<file path="src/rtl/chreg_pkg.sv">
package chreg_pkg;

    localparam int BYTE_W = 8;
    localparam int REG_W  = 16;

    typedef logic [REG_W-1:0]  reg16_t;
    typedef logic [BYTE_W-1:0] byte_t;

    // decoded port access for one cycle
    typedef struct packed {
        logic wr_reg;   // write to an address or count port
        logic rd_reg;   // read of an address or count port
        logic is_cnt;   // the port is a count port
        logic clr_ptr;  // pointer reset (clear port or master clear)
        logic mclr;     // master clear
    } acc_t;

    // replace one byte of a register, chosen by the pointer
    function automatic reg16_t put_byte(reg16_t r, logic hi, byte_t b);
        reg16_t v;
        v = r;
        if (hi) v[REG_W-1:BYTE_W] = b;
        else    v[BYTE_W-1:0]     = b;
        return v;
    endfunction

    // pick one byte of a register, chosen by the pointer
    function automatic byte_t get_byte(reg16_t r, logic hi);
        return hi ? r[REG_W-1:BYTE_W] : r[BYTE_W-1:0];
    endfunction

endpackage

</file>
<file path="src/rtl/chreg_decode.sv">
module chreg_decode
    import chreg_pkg::*;
#(
    parameter int NCH   = 4,
    parameter int CH_W  = $clog2(NCH),
    parameter int IOA_W = $clog2(2*NCH+6)
) (
    input  logic             io_wr,
    input  logic             io_rd,
    input  logic [IOA_W-1:0] io_addr,
    output acc_t             acc,
    output logic [CH_W-1:0]  ch
);
    localparam logic [IOA_W-1:0] REG_END  = IOA_W'(2*NCH);
    localparam logic [IOA_W-1:0] CLR_OFF  = IOA_W'(2*NCH+4);
    localparam logic [IOA_W-1:0] MCLR_OFF = IOA_W'(2*NCH+5);

    logic is_reg;

    always_comb begin
        is_reg = (io_addr < REG_END);
        ch     = is_reg ? CH_W'(io_addr >> 1) : '0;

        acc         = '0;
        acc.is_cnt  = is_reg & io_addr[0];
        // a write wins when both strobes are raised together
        acc.wr_reg  = is_reg & io_wr;
        acc.rd_reg  = is_reg & io_rd & ~io_wr;
        acc.mclr    = io_wr & (io_addr == MCLR_OFF);
        acc.clr_ptr = io_wr & ((io_addr == CLR_OFF) | (io_addr == MCLR_OFF));
    end

endmodule

</file>
<file path="src/rtl/chreg_ptr.sv">
module chreg_ptr (
    input  logic clk,
    input  logic rst,
    input  logic clear,
    input  logic touch,
    output logic ptr_hi
);
    always_ff @(posedge clk) begin
        if (rst || clear) ptr_hi <= 1'b0;
        else if (touch)   ptr_hi <= ~ptr_hi;
    end
endmodule

</file>
<file path="src/rtl/chreg_channel.sv">
module chreg_channel
    import chreg_pkg::*;
(
    input  logic   clk,
    input  logic   rst,
    input  logic   mclr,
    input  logic   wr_addr,
    input  logic   wr_cnt,
    input  logic   hi,
    input  byte_t  wdata,
    input  logic   step,
    input  logic   reload,
    output reg16_t cur_addr,
    output reg16_t cur_cnt,
    output logic   ld_pulse,
    output logic   tc_pulse
);
    reg16_t base_addr;
    reg16_t base_cnt;
    logic   sw_hit;

    assign sw_hit = wr_addr | wr_cnt;

    always_ff @(posedge clk) begin
        if (rst || mclr) begin
            base_addr <= '0;
            base_cnt  <= '0;
            cur_addr  <= '0;
            cur_cnt   <= '0;
            ld_pulse  <= 1'b0;
            tc_pulse  <= 1'b0;
        end else begin
            ld_pulse <= sw_hit;
            tc_pulse <= 1'b0;
            if (wr_addr) begin
                base_addr <= put_byte(base_addr, hi, wdata);
                cur_addr  <= put_byte(cur_addr,  hi, wdata);
            end
            if (wr_cnt) begin
                base_cnt <= put_byte(base_cnt, hi, wdata);
                cur_cnt  <= put_byte(cur_cnt,  hi, wdata);
            end
            if (!sw_hit) begin
                if (reload) begin
                    cur_addr <= base_addr;
                    cur_cnt  <= base_cnt;
                end else if (step) begin
                    cur_addr <= cur_addr + 1'b1;
                    cur_cnt  <= cur_cnt - 1'b1;
                    tc_pulse <= (cur_cnt == '0);
                end
            end
        end
    end
endmodule

</file>
<file path="src/rtl/chreg_bank.sv">
module chreg_bank
    import chreg_pkg::*;
#(
    parameter  int NCH   = 4,
    localparam int CH_W  = $clog2(NCH),
    localparam int IOA_W = $clog2(2*NCH+6),
    localparam int VEC_W = NCH*REG_W
) (
    input  logic             clk,
    input  logic             rst,
    input  logic             io_wr,
    input  logic             io_rd,
    input  logic [IOA_W-1:0] io_addr,
    input  logic [7:0]       io_wdata,
    output logic [7:0]       io_rdata,
    input  logic             step_vld,
    input  logic [CH_W-1:0]  step_ch,
    input  logic [NCH-1:0]   reload,
    output logic [VEC_W-1:0] cur_addr,
    output logic [VEC_W-1:0] cur_cnt,
    output logic [NCH-1:0]   ld_pulse,
    output logic [NCH-1:0]   tc_pulse
);
    acc_t            acc;
    logic [CH_W-1:0] sel_ch;
    logic            ptr_hi;
    reg16_t          ca [NCH];
    reg16_t          cc [NCH];

    chreg_decode #(.NCH(NCH), .CH_W(CH_W), .IOA_W(IOA_W)) u_dec (
        .io_wr   (io_wr),
        .io_rd   (io_rd),
        .io_addr (io_addr),
        .acc     (acc),
        .ch      (sel_ch)
    );

    chreg_ptr u_ptr (
        .clk    (clk),
        .rst    (rst),
        .clear  (acc.clr_ptr),
        .touch  (acc.wr_reg | acc.rd_reg),
        .ptr_hi (ptr_hi)
    );

    for (genvar g = 0; g < NCH; g++) begin : g_ch
        logic hit;
        assign hit = (sel_ch == CH_W'(g));

        chreg_channel u_ch (
            .clk      (clk),
            .rst      (rst),
            .mclr     (acc.mclr),
            .wr_addr  (acc.wr_reg & hit & ~acc.is_cnt),
            .wr_cnt   (acc.wr_reg & hit &  acc.is_cnt),
            .hi       (ptr_hi),
            .wdata    (io_wdata),
            .step     (step_vld & (step_ch == CH_W'(g))),
            .reload   (reload[g]),
            .cur_addr (ca[g]),
            .cur_cnt  (cc[g]),
            .ld_pulse (ld_pulse[g]),
            .tc_pulse (tc_pulse[g])
        );

        assign cur_addr[g*REG_W +: REG_W] = ca[g];
        assign cur_cnt [g*REG_W +: REG_W] = cc[g];
    end

    always_comb begin
        io_rdata = '0;
        if (acc.rd_reg)
            io_rdata = get_byte(acc.is_cnt ? cc[sel_ch] : ca[sel_ch], ptr_hi);
    end

endmodule

</file>
<file path="config.mk">
export PLATFORM = sky130hd
export DESIGN_NAME = chreg_bank
export DESIGN_NICKNAME = d
export VERILOG_FILES = /design/src/rtl/chreg_pkg.sv /design/src/rtl/chreg_decode.sv /design/src/rtl/chreg_ptr.sv /design/src/rtl/chreg_channel.sv /design/src/rtl/chreg_bank.sv
export SDC_FILE = /design/constraint.sdc
export NUM_CORES = 1
export LEC_CHECK = 0
export ABC_CLOCK_PERIOD_IN_PS = 3400
export CAP_MARGIN = 20
export CORE_UTILIZATION = 40
export DETAILED_ROUTE_END_ITERATION = 6
export GPL_ROUTABILITY_DRIVEN = 0
export GPL_TIMING_DRIVEN = 1
export SLEW_MARGIN = 20
export SYNTH_ARGS = -nofsm -noshare
export SYNTH_HDL_FRONTEND = slang
export SYNTH_SLANG_ARGS = --single-unit
</file>
<file path="constraint.sdc">
create_clock -name clk -period 3.4 [get_ports clk]
set_input_delay 0.68 -clock clk [delete_from_list [all_inputs] [get_ports clk]]
set_output_delay 0.68 -clock clk [all_outputs]
set_load 0.02 [all_outputs]
</file>
======== Yosys cells after proc, flatten, opt, wreduce, memory -nomap -nowiden ========
Cells that the tools add are included.
word-level totals
  register bits after elaboration ......... 265
  input port bits ......................... 23
  logic and storage cells ................. 173
cells by class
  add/subtract/negate cells ............... 8
  magnitude comparators ................... 2
  equality and inequality tests ........... 8
  muxes and demuxes ....................... 58
  bitwise logic cells ..................... 36
  reduce and logical (&&, ||, !) cells .... 28
operators by type and width
  operator                                                               number
  16-bit two-way mux                                                     37
  8-bit two-way mux                                                      18
  16-bit by 1-bit adder with 16-bit output, second input constant        4
  16-bit binary-select mux with 2-bit select                             2
  16-bit logical NOT                                                     4
  16-bit by 1-bit subtractor with 16-bit output, second input constant   4
  2-bit AND reduction                                                    16
  1-bit bitwise AND                                                      22
  4-bit OR reduction                                                     4
  2-bit equality test, second input constant                             4
  4-bit equality test, second input constant                             2
  1-bit NOT                                                              7
  1-bit OR                                                               6
  2-bit by 1-bit equality test with 1-bit output, second input constant  2
  2-bit logical NOT                                                      2
  4-bit < comparator, second input constant                              1
  3-bit greater-or-equal comparator, second input constant               1
  2-bit NOT with 3-bit output                                            1
  1-bit logical OR                                                       2
  2-bit two-way mux                                                      1

======== Longest topological paths before layout ========
  depth after elaboration ................. 9
  depth in mapped cells ................... 9
  gate-level depth less buffers ........... 7

======== Cells and area by module ========
Synthesis repeated with hierarchy kept, for this count alone.
second synthesis, totals
  cells, all modules ...................... 1886
  area, all modules ....................... 14866.8 µm²
modules (own cells, without submodules)
  module                        instances  cells each  area an instance (µm²)
  chreg_channel (g_ch[2].u_ch)  1          438         3460.8
  chreg_channel (g_ch[0].u_ch)  1          435         3417.0
  chreg_channel (g_ch[3].u_ch)  1          422         3330.7
  chreg_channel (g_ch[1].u_ch)  1          417         3294.4
  chreg_bank                    1          164         1266.2
  chreg_decode                  1          7           58.8
  chreg_ptr                     1          3           38.8

======== Least setup slack after synthesis ========
No wires, ideal clock.
  kind .................................... in2out
  from .................................... input io_addr[2]
  to ...................................... output io_rdata[5]
  data arrival time ....................... 2319 ps
  required time ........................... 2720 ps
  setup slack ............................. 401 ps
  stages on the path ...................... 9
  buffers on the path ..................... 4
  cells stage by stage .................... buf_2 > buf_2 > buf_2 > buf_2 > nand2_1 > o21ai_0 > o221ai_1 > a221oi_1 > o21a_1
on the way
  cells in the longest elaborated chain, start to end .. 9
  elaborated cells on any way between the ends .. 15
  classes of those cells .................. order compare: 1; mux: 10; bitwise: 4
ends and longest elaborated chain
  item                                                   RTL line            RTL
  from (decl)                                            chreg_bank.sv:13    input logic [IOA_W-1:0] io_addr,
  4-bit < comparator                                     chreg_decode.sv:21  is_reg = (io_addr < REG_END);
  2-bit two-way mux                                      chreg_decode.sv:22  ch = is_reg ? CH_W'(io_addr >> 1) : '0;
  2-bit NOT with 3-bit output (not written as such)      chreg_bank.sv:73    io_rdata = get_byte(acc.is_cnt ? cc[sel_ch] : ca[sel_ch], ptr_hi);
  16-bit binary-select mux with 2-bit select             chreg_bank.sv:73
  16-bit two-way mux (not written as such) (2 in a row)  chreg_bank.sv:73
  16-bit two-way mux                                     chreg_bank.sv:73
  8-bit two-way mux                                      chreg_pkg.sv:29     return hi ? r[REG_W-1:BYTE_W] : r[BYTE_W-1:0];
  8-bit two-way mux (*)                                  chreg_bank.sv:72    if (acc.rd_reg)
  to (decl)                                              chreg_bank.sv:15    output logic [7:0] io_rdata,
Mark *: on every way between the ends. The rest lies on a longest branch, timed or not. The select of a mux whose other input is x is not followed.

======== Final worst setup path ========
  from .................................... input io_addr[3]
  to ...................................... output io_rdata[7]
on the way
  cells in the longest elaborated chain, start to end .. 9
  elaborated cells on any way between the ends .. 15
  classes of those cells .................. order compare: 1; mux: 10; bitwise: 4
ends and longest elaborated chain
  item                                                   RTL line
  4-bit < comparator (*)                                 chreg_decode.sv:21
  2-bit two-way mux                                      chreg_decode.sv:22
  2-bit NOT with 3-bit output (not written as such)      chreg_bank.sv:73
  16-bit binary-select mux with 2-bit select             chreg_bank.sv:73
  16-bit two-way mux (not written as such) (2 in a row)  chreg_bank.sv:73
  16-bit two-way mux                                     chreg_bank.sv:73
  8-bit two-way mux                                      chreg_pkg.sv:29
  8-bit two-way mux (*)                                  chreg_bank.sv:72
Marked as above.

==> impl_metrics.ini <==
[clocking]
htree_levels = 2
clk_latency_ns = 0.54
cts.sinks = 265
cts-root-buf = clkbuf_16
clk_pin_slew_worst_paths_ns = 0.05
cts_tree = built
cts_buffers = 34
cts_buffer_depth = 3
cts_hold_buf = 0

[min_path]
min_path_cells = 2
min_from = g_ch[3].u_ch.base_addr[15]$_SDFFE_PP0P_
min_to = g_ch[3].u_ch.base_addr[15]$_SDFFE_PP0P_
hold_path_class = reg -> reg

[final_layout]
final_cell_area_mm2 = 0.0196
syn_to_final_growth_pct = 27.8
layout.cells.non_filler = 2771
drive_above_1_share_pct = 13.5
finalNetCount = 2270
antenna_cells = 0

[yosys]
synth-seq-cells = 265
yosysSeqAreaShare_pct = 34.6
synth_edf_count = 0
yosysTopAreaCell = dfxtp_1
synth_cell_types = 85
synth_commonest_cells = 428 x nand2_1, 265 x a21oi_1, 265 x dfxtp_1
syn_inst = 2007
syn_area_mm2 = 0.0153
ys.warnings.count = 0
yosys_most_used_dff = dfxtp_1
yosys.area.top_type_share_pct = 34.6
synthArstFlopShare_pct = 0
avgSynthCellArea_um2 = 7.63
ys_top_cells_by_area = dfxtp_1 35%, nand2_1 10%, a21oi_1 8.7%
synthesis.nets = 2038
synth_most_common_cell = nand2_1

[timing]
slew_viol_final = 0
grt_setup_unrepaired = false
fmax_ghz = 0.297
period_minus_slack_ns = 3.37
min_period_over_period_pct = 99.1
setup_viol = 0
hold_viol = 0
holdWs_ns = 0.452
skew_ns = 0.0118
slew_headroom_pct = 34.9
worst_pin_slew_ns = 0.967
setup_ws_ns = 0.0318

[detailed_routing]
postRouteAntennaNets = 0
drtPass1Iterations = 7
wl_per_cell_um = 24.0
drt_iter0_markers = 1974
finalWirelength_mm = 66.4
drc = 0
via_per_inst = 6.28
vias = 17400

[placement]
io_buffers = 166
dp_hpwl_mm = 46.7
dpl_cell_area_mm2 = 0.0184
dp.cells = 2711
pre_cts_ws_ns = -0.454

[floorplanning]
rows = 71
core-area_mm2 = 0.0377
die_y_um = 198
num_io_pins = 167
dieWidth_um = 198
die-area_mm2 = 0.0391
start_util_pct = 40.7

[setup_path]
crit_chain = clkdlybuf4s50_1 > buf_12 > or2_2 > mux4_2 > a21oi_1 > nand2_1 > and3_1 > buf_2
cp_slowest_cell = clkdlybuf4s50_1
critical_path_depth = 8
critical_path_arrival_ns = 2.69
slowest_delay_ns = 0.45
r2r_setup_slack_ns = 0.88
cp.buffers_inverters = 3
critPathTopFamily = buffers and inverters
crit_path_max_fanout = 15
r2r_cells = 7
required_ns = 2.72
crit_type = in -> out
rr_startpoint = g_ch[3].u_ch.cur_cnt[0]$_SDFF_PP0_
startpoint_type = input pin
r2r-end = g_ch[3].u_ch.cur_cnt[10]$_SDFF_PP0_
critPathCaptureType = primary output

[power_and_ir_drop]
p_sw_share_pct = 28.7
pwr-share-seq_pct = 40.3
p_int_mw = 5.83
power.switching_mw = 2.34
peakVddDrop_mv = 0.255
power_per_cell_area_mw_per_mm2 = 417
pwr-share-clk_pct = 44.2
leakagePower_nw = 7.14
combPwrFrac_pct = 15.5

[flow_run]
maxCapViolCount = 0

[global_route]
grt_use_total_pct = 33.2
gr-total-overflow = 0
antenna_found_initial = 2
grt_pass1_wl_mm = 99.3
grt_max_degree = 77
grt_pass1_vias = 16100

[status]
outcome = complete, no violations
==> logic make-up (layout without fill, tap and decap cells) <==
group                    Yosys count  after routing  share of synthesized area, %
AO/OA/AOI/OAI                    652            652                          28.0
adder cells (fa/ha/maj)            8              8                         0.654
AND/OR/NAND/NOR                  769            769                          23.4
buffers and inverters            195            448                          5.18
flip-flops                       265            265                          34.6
XOR/XNOR                          57             57                          3.26
multiplexers                      61             61                          4.88
==> flip-flops by register name, summed over array words and instances, names as in the netlist <==
name,flops
g_ch.u_ch.tc_pulse,4
g_ch.u_ch.cur_cnt,64
g_ch.u_ch.base_addr,64
g_ch.u_ch.ld_pulse,4
g_ch.u_ch.base_cnt,64
u_ptr.ptr_hi,1
g_ch.u_ch.cur_addr,64
==> power by group through the flow <==
stage | combinational (mW) | clock [mW] | sequential [mW]
CTS | 1.23 | 3.65 | 3.29
global placement | 1.21 | 0 | 3.35
finish | 1.27 | 3.61 | 3.29
detailed placement | 1.22 | 0 | 3.35
floorplan | 0.677 | 0 | 3.35
global route | 1.34 | 3.75 | 3.29
==> how the worst max path moves through the flow <==
stage / end / startpoint
global route: io_rdata[7] / io_addr[3]
global placement: io_rdata[7] / io_addr[1]
finish: io_rdata[7] / io_addr[3]
floorplan: io_rdata[5] / io_addr[2]
CTS: io_rdata[1] / io_addr[1]
detailed placement: io_rdata[7] / io_addr[1]
==> cell type report <==
class / instances / area [um^2]
clock buffers: 50 / 1020
flip-flops and latches: 265 / 5310
clock inverters: 7 / 60.1
multi-input cells: 1547 / 9280
fillers: 3685 / 18100
well taps: 511 / 639
repair buffers: 353 / 3130
inverters: 38 / 144
==> metrics by stage <==
step | utilization [%] | total power, mW | TNS [ns]
2_1_floorplan | - | 4.03 | 0
3_3_place_gp | 48.9 | 4.57 | -2.99
3_5_place_dp | 48.9 | 4.58 | -3.20
4_1_cts | 51.8 | 8.17 | 0
5_1_grt | 52.0 | 8.39 | 0
6_report | 52.0 | 8.17 | 0
==> per-layer routing <==
layer / vias to the layer above / routed length, um / track usage (%)
met4: 2 / 3270 / 16.1
li1: 7812 / - / -
met3: 221 / 6990 / 6.88
met2: 1050 / 29300 / 51.7
met1: 8318 / 26900 / 43.7
met5: - / 13 / 0
==> cell usage in the layout (no fill, tap or decap), types with 7 or more instances in the layout <==
cell type	n
ha_1	8
o221ai_1	34
clkdlybuf4s50_1	156
a31oi_1	12
a21o_1	14
mux4_2	10
and3_1	12
inv_1	34
or3_1	17
nand2_1	428
clkbuf_16	38
o31ai_1	12
or2_2	9
o211ai_1	15
a21boi_0	32
o21a_1	7
or4_1	10
xor2_1	23
clkbuf_1	8
a21oi_1	265
nand2b_1	14
nor4_1	23
clkinv_2	7
o22ai_1	37
mux2_2	9
nor3_1	53
a221oi_1	20
o21ai_0	71
nand3_1	35
a211oi_1	8
xnor2_1	34
dfxtp_1	265
mux2i_1	41
a221o_1	38
a211o_1	22
buf_4	181
a31o_2	7
nand4_1	16
nand3b_1	9
nor2_1	90
==> repair_timing <==
action                                  4_1_cts  5_1_grt
resized for setup                            30       10
buffers inserted                              2        0
endpoints found under the setup margin        8        7
hold endpoints to repair                      0        0
cloned                                        0        1
==> worst min-delay path: cells and delay by family, from the launching register on <==
family,cells,cell delay [ns]
AOI/OAI and AO/OA,1,0.05
and+or+nand+nor,1,0.05
DFF,1,0.30
Note: power is estimated with default switching activity, not from simulation.
